File: config.mk
export PLATFORM = sky130hd
export DESIGN_NAME = rstack_ctrl
export DESIGN_NICKNAME = d
export VERILOG_FILES = /design/src/rtl/rstack_pkg.sv /design/src/rtl/rstack_ptr.sv /design/src/rtl/rstack_seq.sv /design/src/rtl/rstack_ctrl.sv
export SDC_FILE = /design/constraint.sdc
export NUM_CORES = 1
export LEC_CHECK = 0
export ABC_AREA = 1
export CORE_UTILIZATION = 37
export CTS_BUF_LIST = sky130_fd_sc_hd__clkbuf_8
export CTS_CLUSTER_DIAMETER = 50
export CTS_CLUSTER_SIZE = 40
export DETAILED_ROUTE_END_ITERATION = 7
export GPL_ROUTABILITY_DRIVEN = 0
export PLACE_DENSITY = 0.79
export SLEW_MARGIN = 40
export SYNTH_ARGS = -nofsm -noshare
export SYNTH_HDL_FRONTEND = slang
export SYNTH_HIERARCHICAL = 1
export SYNTH_SLANG_ARGS = --single-unit
File: constraint.sdc
create_clock -name clk -period 2.3 [get_ports clk]
set_clock_uncertainty 0.2 [all_clocks]
set_input_delay 0.23 -clock clk [delete_from_list [all_inputs] [get_ports clk]]
set_output_delay 0.23 -clock clk [all_outputs]
set_load 0.1 [all_outputs]
File: src/rtl/rstack_pkg.sv
package rstack_pkg;
  typedef enum logic [2:0] {
    ST_IDLE,
    ST_PUSH_LO,
    ST_PUSH_HI,
    ST_PULL_HI,
    ST_PULL_LO
  } seq_st_t;

  typedef enum logic [1:0] {
    STEP_NONE,
    STEP_DEC,
    STEP_INC
  } step_t;
endpackage

File: src/rtl/rstack_ptr.sv
module rstack_ptr
  import rstack_pkg::*;
#(
  parameter int PTR_W = 4,
  parameter logic [PTR_W-1:0] RST_PTR = '1
) (
  input  logic             clk,
  input  logic             rst_n,
  input  step_t            step,
  input  logic             ld_en,
  input  logic [PTR_W-1:0] ld_val,
  output logic [PTR_W-1:0] ptr,
  output logic             wrap_flag
);
  localparam logic [PTR_W-1:0] PTR_MAX = '1;
  localparam logic [PTR_W-1:0] PTR_ONE = PTR_W'(1);

  logic [PTR_W-1:0] ptr_d;
  logic             wrap_d;
  logic             ptr_en;

  always_comb begin
    ptr_d  = ptr;
    wrap_d = wrap_flag;
    ptr_en = 1'b0;
    if (ld_en) begin
      ptr_d  = ld_val;
      ptr_en = 1'b1;
    end else begin
      case (step)
        STEP_DEC: begin
          ptr_d  = ptr - PTR_ONE;
          ptr_en = 1'b1;
          if (ptr == '0) wrap_d = 1'b1;
        end
        STEP_INC: begin
          ptr_d  = ptr + PTR_ONE;
          ptr_en = 1'b1;
          if (ptr == PTR_MAX) wrap_d = 1'b1;
        end
        default: ;
      endcase
    end
  end

  always_ff @(posedge clk or negedge rst_n) begin
    if (!rst_n) begin
      ptr       <= RST_PTR;
      wrap_flag <= 1'b0;
    end else begin
      if (ptr_en) ptr <= ptr_d;
      wrap_flag <= wrap_d;
    end
  end

  AST_PTR_DEC: assert property (@(posedge clk) disable iff (!rst_n)
    (step == STEP_DEC && !ld_en) |=> ptr == PTR_W'($past(ptr) - PTR_ONE));
  AST_PTR_INC: assert property (@(posedge clk) disable iff (!rst_n)
    (step == STEP_INC && !ld_en) |=> ptr == PTR_W'($past(ptr) + PTR_ONE));
  AST_PTR_LOAD: assert property (@(posedge clk) disable iff (!rst_n)
    ld_en |=> ptr == $past(ld_val));
  AST_WRAP_STICKY: assert property (@(posedge clk) disable iff (!rst_n)
    wrap_flag |=> wrap_flag);
endmodule

File: src/rtl/rstack_seq.sv
module rstack_seq
  import rstack_pkg::*;
#(
  parameter int ADDR_W = 12,
  parameter int BYTE_W = 8,
  parameter int PTR_W  = 4
) (
  input  logic              clk,
  input  logic              rst_n,
  input  logic              push_req,
  input  logic              pull_req,
  input  logic              ld_req,
  input  logic [ADDR_W-1:0] ret_addr,
  input  logic [BYTE_W-1:0] rdata,
  input  logic [PTR_W-1:0]  ptr,
  output step_t             step,
  output logic              ld_ok,
  output logic              mem_we,
  output logic              mem_re,
  output logic [PTR_W-1:0]  mem_off,
  output logic [BYTE_W-1:0] wdata,
  output logic              busy,
  output logic              done,
  output logic [ADDR_W-1:0] pull_addr
);
  localparam int HI_W = ADDR_W - BYTE_W;
  localparam logic [PTR_W-1:0] PTR_ONE = PTR_W'(1);

  seq_st_t           st_q, st_d;
  logic [ADDR_W-1:0] ret_q, ret_d;
  logic              done_d;

  always_comb begin
    st_d    = st_q;
    ret_d   = ret_q;
    done_d  = 1'b0;
    step    = STEP_NONE;
    ld_ok   = 1'b0;
    mem_we  = 1'b0;
    mem_re  = 1'b0;
    mem_off = ptr;
    wdata   = '0;
    case (st_q)
      ST_IDLE: begin
        if (ld_req)        ld_ok = 1'b1;
        else if (push_req) begin
          st_d  = ST_PUSH_LO;
          ret_d = ret_addr;
        end else if (pull_req) st_d = ST_PULL_HI;
      end
      ST_PUSH_LO: begin
        mem_we = 1'b1;
        wdata  = ret_q[BYTE_W-1:0];
        step   = STEP_DEC;
        st_d   = ST_PUSH_HI;
      end
      ST_PUSH_HI: begin
        mem_we = 1'b1;
        wdata  = {{(BYTE_W-HI_W){1'b0}}, ret_q[ADDR_W-1:BYTE_W]};
        step   = STEP_DEC;
        done_d = 1'b1;
        st_d   = ST_IDLE;
      end
      ST_PULL_HI: begin
        mem_re  = 1'b1;
        mem_off = ptr + PTR_ONE;
        step    = STEP_INC;
        ret_d[ADDR_W-1:BYTE_W] = rdata[HI_W-1:0];
        st_d    = ST_PULL_LO;
      end
      ST_PULL_LO: begin
        mem_re  = 1'b1;
        mem_off = ptr + PTR_ONE;
        step    = STEP_INC;
        ret_d[BYTE_W-1:0] = rdata;
        done_d  = 1'b1;
        st_d    = ST_IDLE;
      end
      default: st_d = ST_IDLE;
    endcase
  end

  always_ff @(posedge clk or negedge rst_n) begin
    if (!rst_n) begin
      st_q  <= ST_IDLE;
      ret_q <= '0;
      done  <= 1'b0;
    end else begin
      st_q  <= st_d;
      ret_q <= ret_d;
      done  <= done_d;
    end
  end

  assign busy      = (st_q != ST_IDLE);
  assign pull_addr = ret_q;

  AST_ONE_STROBE: assert property (@(posedge clk) disable iff (!rst_n)
    !(mem_we && mem_re));
  AST_DONE_AFTER_PAIR: assert property (@(posedge clk) disable iff (!rst_n)
    done |-> ($past(st_q) == ST_PUSH_HI || $past(st_q) == ST_PULL_LO));
  AST_DONE_PULSE: assert property (@(posedge clk) disable iff (!rst_n)
    done |=> !done);
  AST_PUSH_PAIR: assert property (@(posedge clk) disable iff (!rst_n)
    (st_q == ST_PUSH_LO) |=> (st_q == ST_PUSH_HI));
  AST_PULL_PAIR: assert property (@(posedge clk) disable iff (!rst_n)
    (st_q == ST_PULL_HI) |=> (st_q == ST_PULL_LO));
  AST_BUSY_NO_LOAD: assert property (@(posedge clk) disable iff (!rst_n)
    busy |-> !ld_ok);
endmodule

File: src/rtl/rstack_ctrl.sv
module rstack_ctrl
  import rstack_pkg::*;
#(
  parameter int ADDR_W = 12,
  parameter int BYTE_W = 8,
  parameter int PTR_W  = 4,
  parameter int MEM_AW = 8,
  parameter logic [MEM_AW-PTR_W-1:0] WIN_BASE = (MEM_AW-PTR_W)'(3)
) (
  input  logic              clk,
  input  logic              rst_n,
  input  logic              push_req,
  input  logic              pull_req,
  input  logic [ADDR_W-1:0] ret_addr,
  input  logic              ld_en,
  input  logic [PTR_W-1:0]  ld_val,
  output logic [MEM_AW-1:0] mem_addr,
  output logic              mem_we,
  output logic [BYTE_W-1:0] mem_wdata,
  output logic              mem_re,
  input  logic [BYTE_W-1:0] mem_rdata,
  output logic              busy,
  output logic              done,
  output logic [ADDR_W-1:0] pull_addr,
  output logic [PTR_W-1:0]  sp,
  output logic              wrap_flag
);
  logic [1:0]       rst_sync;
  logic             rst_int_n;
  step_t            step;
  logic             ld_ok;
  logic [PTR_W-1:0] mem_off;

  always_ff @(posedge clk or negedge rst_n) begin
    if (!rst_n) rst_sync <= 2'b00;
    else        rst_sync <= {rst_sync[0], 1'b1};
  end
  assign rst_int_n = rst_sync[1];

  rstack_seq #(.ADDR_W(ADDR_W), .BYTE_W(BYTE_W), .PTR_W(PTR_W)) i_seq (
    .clk(clk), .rst_n(rst_int_n), .push_req(push_req), .pull_req(pull_req),
    .ld_req(ld_en), .ret_addr(ret_addr), .rdata(mem_rdata), .ptr(sp),
    .step(step), .ld_ok(ld_ok), .mem_we(mem_we), .mem_re(mem_re),
    .mem_off(mem_off), .wdata(mem_wdata), .busy(busy), .done(done),
    .pull_addr(pull_addr)
  );

  rstack_ptr #(.PTR_W(PTR_W)) i_ptr (
    .clk(clk), .rst_n(rst_int_n), .step(step), .ld_en(ld_ok),
    .ld_val(ld_val), .ptr(sp), .wrap_flag(wrap_flag)
  );

  assign mem_addr = {WIN_BASE, mem_off};

  AST_ADDR_WINDOW: assert property (@(posedge clk) disable iff (!rst_int_n)
    (mem_we || mem_re) |-> mem_addr[MEM_AW-1:PTR_W] == WIN_BASE);
endmodule

==> impl_metrics.env <==
export IMPL_routed_wl_met2_um=2110
export IMPL_path_class="register to register"
export IMPL_crit_path_top_delay_cell="dfrtp_2"
export IMPL_startpoint="i_seq/st_q[0]$_DFFE_PN0P_"
export IMPL_endpoint_kind="register"
export IMPL_hold_violations=2
export IMPL_first_iter_violations=70
export IMPL_yosys_warnings=6
export IMPL_postRouteAntennaNets=0
export IMPL_r2r_slack_ns=0.09
export IMPL_yosys_register_bits=23
export IMPL_grt_ovfl_total=0
export IMPL_fp_row_count=23
export IMPL_grt_max_degree=14
export IMPL_final_common_cell="nand2_1"
export IMPL_multi_input_area_um2=972
export IMPL_rr_endpoint="i_ptr/ptr[2]$_DFFE_PN1P_"
export IMPL_layout_nets=331
export IMPL_arrival_ns=2.21
export IMPL_fmax_mhz=452
export IMPL_nFillCells=356
export IMPL_fin_hold_ws_ns=-0.0100
export IMPL_routed_top_layer="met4"
export IMPL_die_width_um=67.8
export IMPL_synth_cell_types=30
export IMPL_vias_per_cell=4.96
export IMPL_worst_ep_required_time_ns=2.30
export IMPL_drt_total_wl_um=4320
export IMPL_initial_core_util=0.393
export IMPL_vias=1712
export IMPL_final_setup_worst_slack_ns=0.0861
export IMPL_fp_coreArea_um2=4090
export IMPL_synth_top_area_cell="dfrtp_1"
export IMPL_io_buffers=61
export IMPL_final_max_slew_violation_count=0
export IMPL_cts_sinks=23
export IMPL_cts_buffers=3
export IMPL_finalCritPeriodShare=0.963
export IMPL_fin_crit_ns=2.21
export IMPL_synthCells=224
export IMPL_yosysSeqAreaShare=0.362
export IMPL_antenna_found_initial=0
export IMPL_worst_skew_pair_late_latency_ns=0.27
export IMPL_antenna_cells=0
export IMPL_yosysTopAreaCellShare=0.296
export IMPL_layout_common_cells="nand2_1, buf_4, clkdlybuf4s50_1, nand3_1, inv_1"
export IMPL_avgSynthCellArea_um2=7.16
export IMPL_cp_num_cells=11
export IMPL_path_buf_inv=2
export IMPL_ys_top_cells_by_area="dfrtp_1, nand2_1, nand3_1"
export IMPL_firstDrtPassIters=4
export IMPL_critPathMaxStageDelay_ns=0.49
export IMPL_violations="negative hold slack"
export IMPL_grt_pass1_vias=1609
export IMPL_wl_met1_um=1860
export IMPL_path_cells="nand3b_1, nand2_2, inv_1, ha_4, inv_2, nand2_1, and2_1, ha_1, a21oi_2, xor2_1, o21ai_1"
export IMPL_synth_area_um2=1600
export IMPL_dp_hpwl_um=3400
export IMPL_io_pins=66
export IMPL_finalSetupViolations=0
export IMPL_grt_pass1_wl_um=7000
export IMPL_synthToLayoutAreaGrowth_pct=60.2
export IMPL_wl_per_cell_um=12.5
export IMPL_r2r_cells=11
export IMPL_route_met3_wl_um=291
export IMPL_clk_pin_slew_ns=0.09
export IMPL_crit_family="simple AND/OR/NAND/NOR gates"
export IMPL_place_ws_ns=0.0174
export IMPL_die_y_um=67.8
export IMPL_cts_path_max_buffers=2
export IMPL_die_area_um2=4600
export IMPL_status="complete, but fails checks"
export IMPL_crit_path_start_kind="register"
export IMPL_htree_levels=1
export IMPL_cap_violations=0
export IMPL_grtUsageTotal=0.202
export IMPL_drive_gt1_frac=0.298
export IMPL_tritoncts="yes"
export IMPL_rr_startpoint="i_seq/st_q[0]$_DFFE_PN0P_"
export IMPL_min_delay_path_class="register to async pin"
export IMPL_path_max_fanout=5
export IMPL_root_buffer="clkbuf_8"
export IMPL_endpoint="i_ptr/ptr[2]$_DFFE_PN1P_"
export IMPL_drc_errors=0
export IMPL_ff_latch_area_um2=588
-- per-stage QoR --
step	utilization	hold WS (ns)	cells	setup TNS, ns	area, um^2
2_1_floorplan	-	-0.266	227	-0.203	1710
3_3_place_gp	0.610	-0.0111	339	0	2490
3_5_place_dp	0.610	-0.00177	339	0	2490
4_1_cts	0.623	0.00446	344	0	2550
5_1_grt	0.629	0.0318	345	-0.00992	2570
6_report	0.629	-0.0100	345	0	2570
-- synthesized netlist by cell type (all sizes together) --
library cell,instances
o21ai,11
nand4,4
a31o,1
a21oi,3
nand2,88
and2,1
xnor2,3
inv,24
ha,6
dfstp,4
nor2,17
nand3,26
buf,9
conb,2
dfrtp,19
xor2,2
nand3b,1
a22oi,2
o31ai,1
-- worst register-to-register path: stages (launching register included) --
cell and delay [ns]:
dfrtp_2 0.49, nand3b_1 0.23, nand2_2 0.11, inv_1 0.08, ha_4 0.18, inv_2 0.07, nand2_1 0.07, and2_1 0.17
ha_1 0.19, a21oi_2 0.13, xor2_1 0.16, o21ai_1 0.08
-- state kept, by name, indices dropped and copies added, names as in the netlist --
name	count
i_seq/pull_addr	12
i_ptr/ptr	4
i_seq/st_q	3
rst_sync	2
i_ptr/wrap_flag	1
i_seq/done	1
-- layout make-up --
| type | count | share of cell area |
|---|---|---|
| Clock buffer | 3 | 0.0161 |
| Clock inverter | 1 | 0.00195 |
| Inverter | 24 | 0.0360 |
| Multi-Input combinational cell | 171 | 0.378 |
| Sequential cell | 23 | 0.229 |
| Tap cell | 50 | 0.0243 |
| Timing Repair Buffer | 73 | 0.315 |
-- what timing repair did --
| item | CTS | global route |
|---|---|---|
| endpoints found under the hold margin | 2 | 0 |
| setup endpoints to repair | 0 | 3 |
| resized for setup | 0 | 4 |
| hold buffers | 1 | 0 |
| buffers inserted | 0 | 1 |
-- how the worst min path moves through the flow --
stage          depth (start not counted)  slack (ns)                  start                     endpoint
2_1_floorplan                          0       -0.27                  rst_n        rst_sync[0]$_DFF_PN0_
3_3_place_gp                           0       -0.01  rst_sync[1]$_DFF_PN0_  i_ptr/wrap_flag$_DFFE_PN0P_
3_5_place_dp                           0      -0.002  rst_sync[1]$_DFF_PN0_  i_ptr/wrap_flag$_DFFE_PN0P_
4_1_cts                                0       0.004  rst_sync[1]$_DFF_PN0_  i_ptr/wrap_flag$_DFFE_PN0P_
5_1_grt                                0        0.03  rst_sync[1]$_DFF_PN0_  i_ptr/wrap_flag$_DFFE_PN0P_
6_report                               0       -0.01  rst_sync[1]$_DFF_PN0_  i_ptr/wrap_flag$_DFFE_PN0P_
-- layer usage --
layer | GRT usage | vias to the layer above
met4 | 0.0781 | 0
li1 | - | 846
met2 | 0.345 | 82
met5 | 0 | -
met3 | 0.0350 | 9
met1 | 0.252 | 775
-- cell families after synthesis --
group                      Yosys count  synth area share
and+or+nand+nor                    137             0.389
adders and majority gates            6            0.0468
DFF                                 23             0.362
AOI/OAI and AO/OA                   18            0.0710
other                                2           0.00468
buffers and inverters               33            0.0991
xor gates and xnor gates             5            0.0273
Power is not shown: default switching activity piles up to over one toggle a cycle in this logic, so the estimate is an artifact.
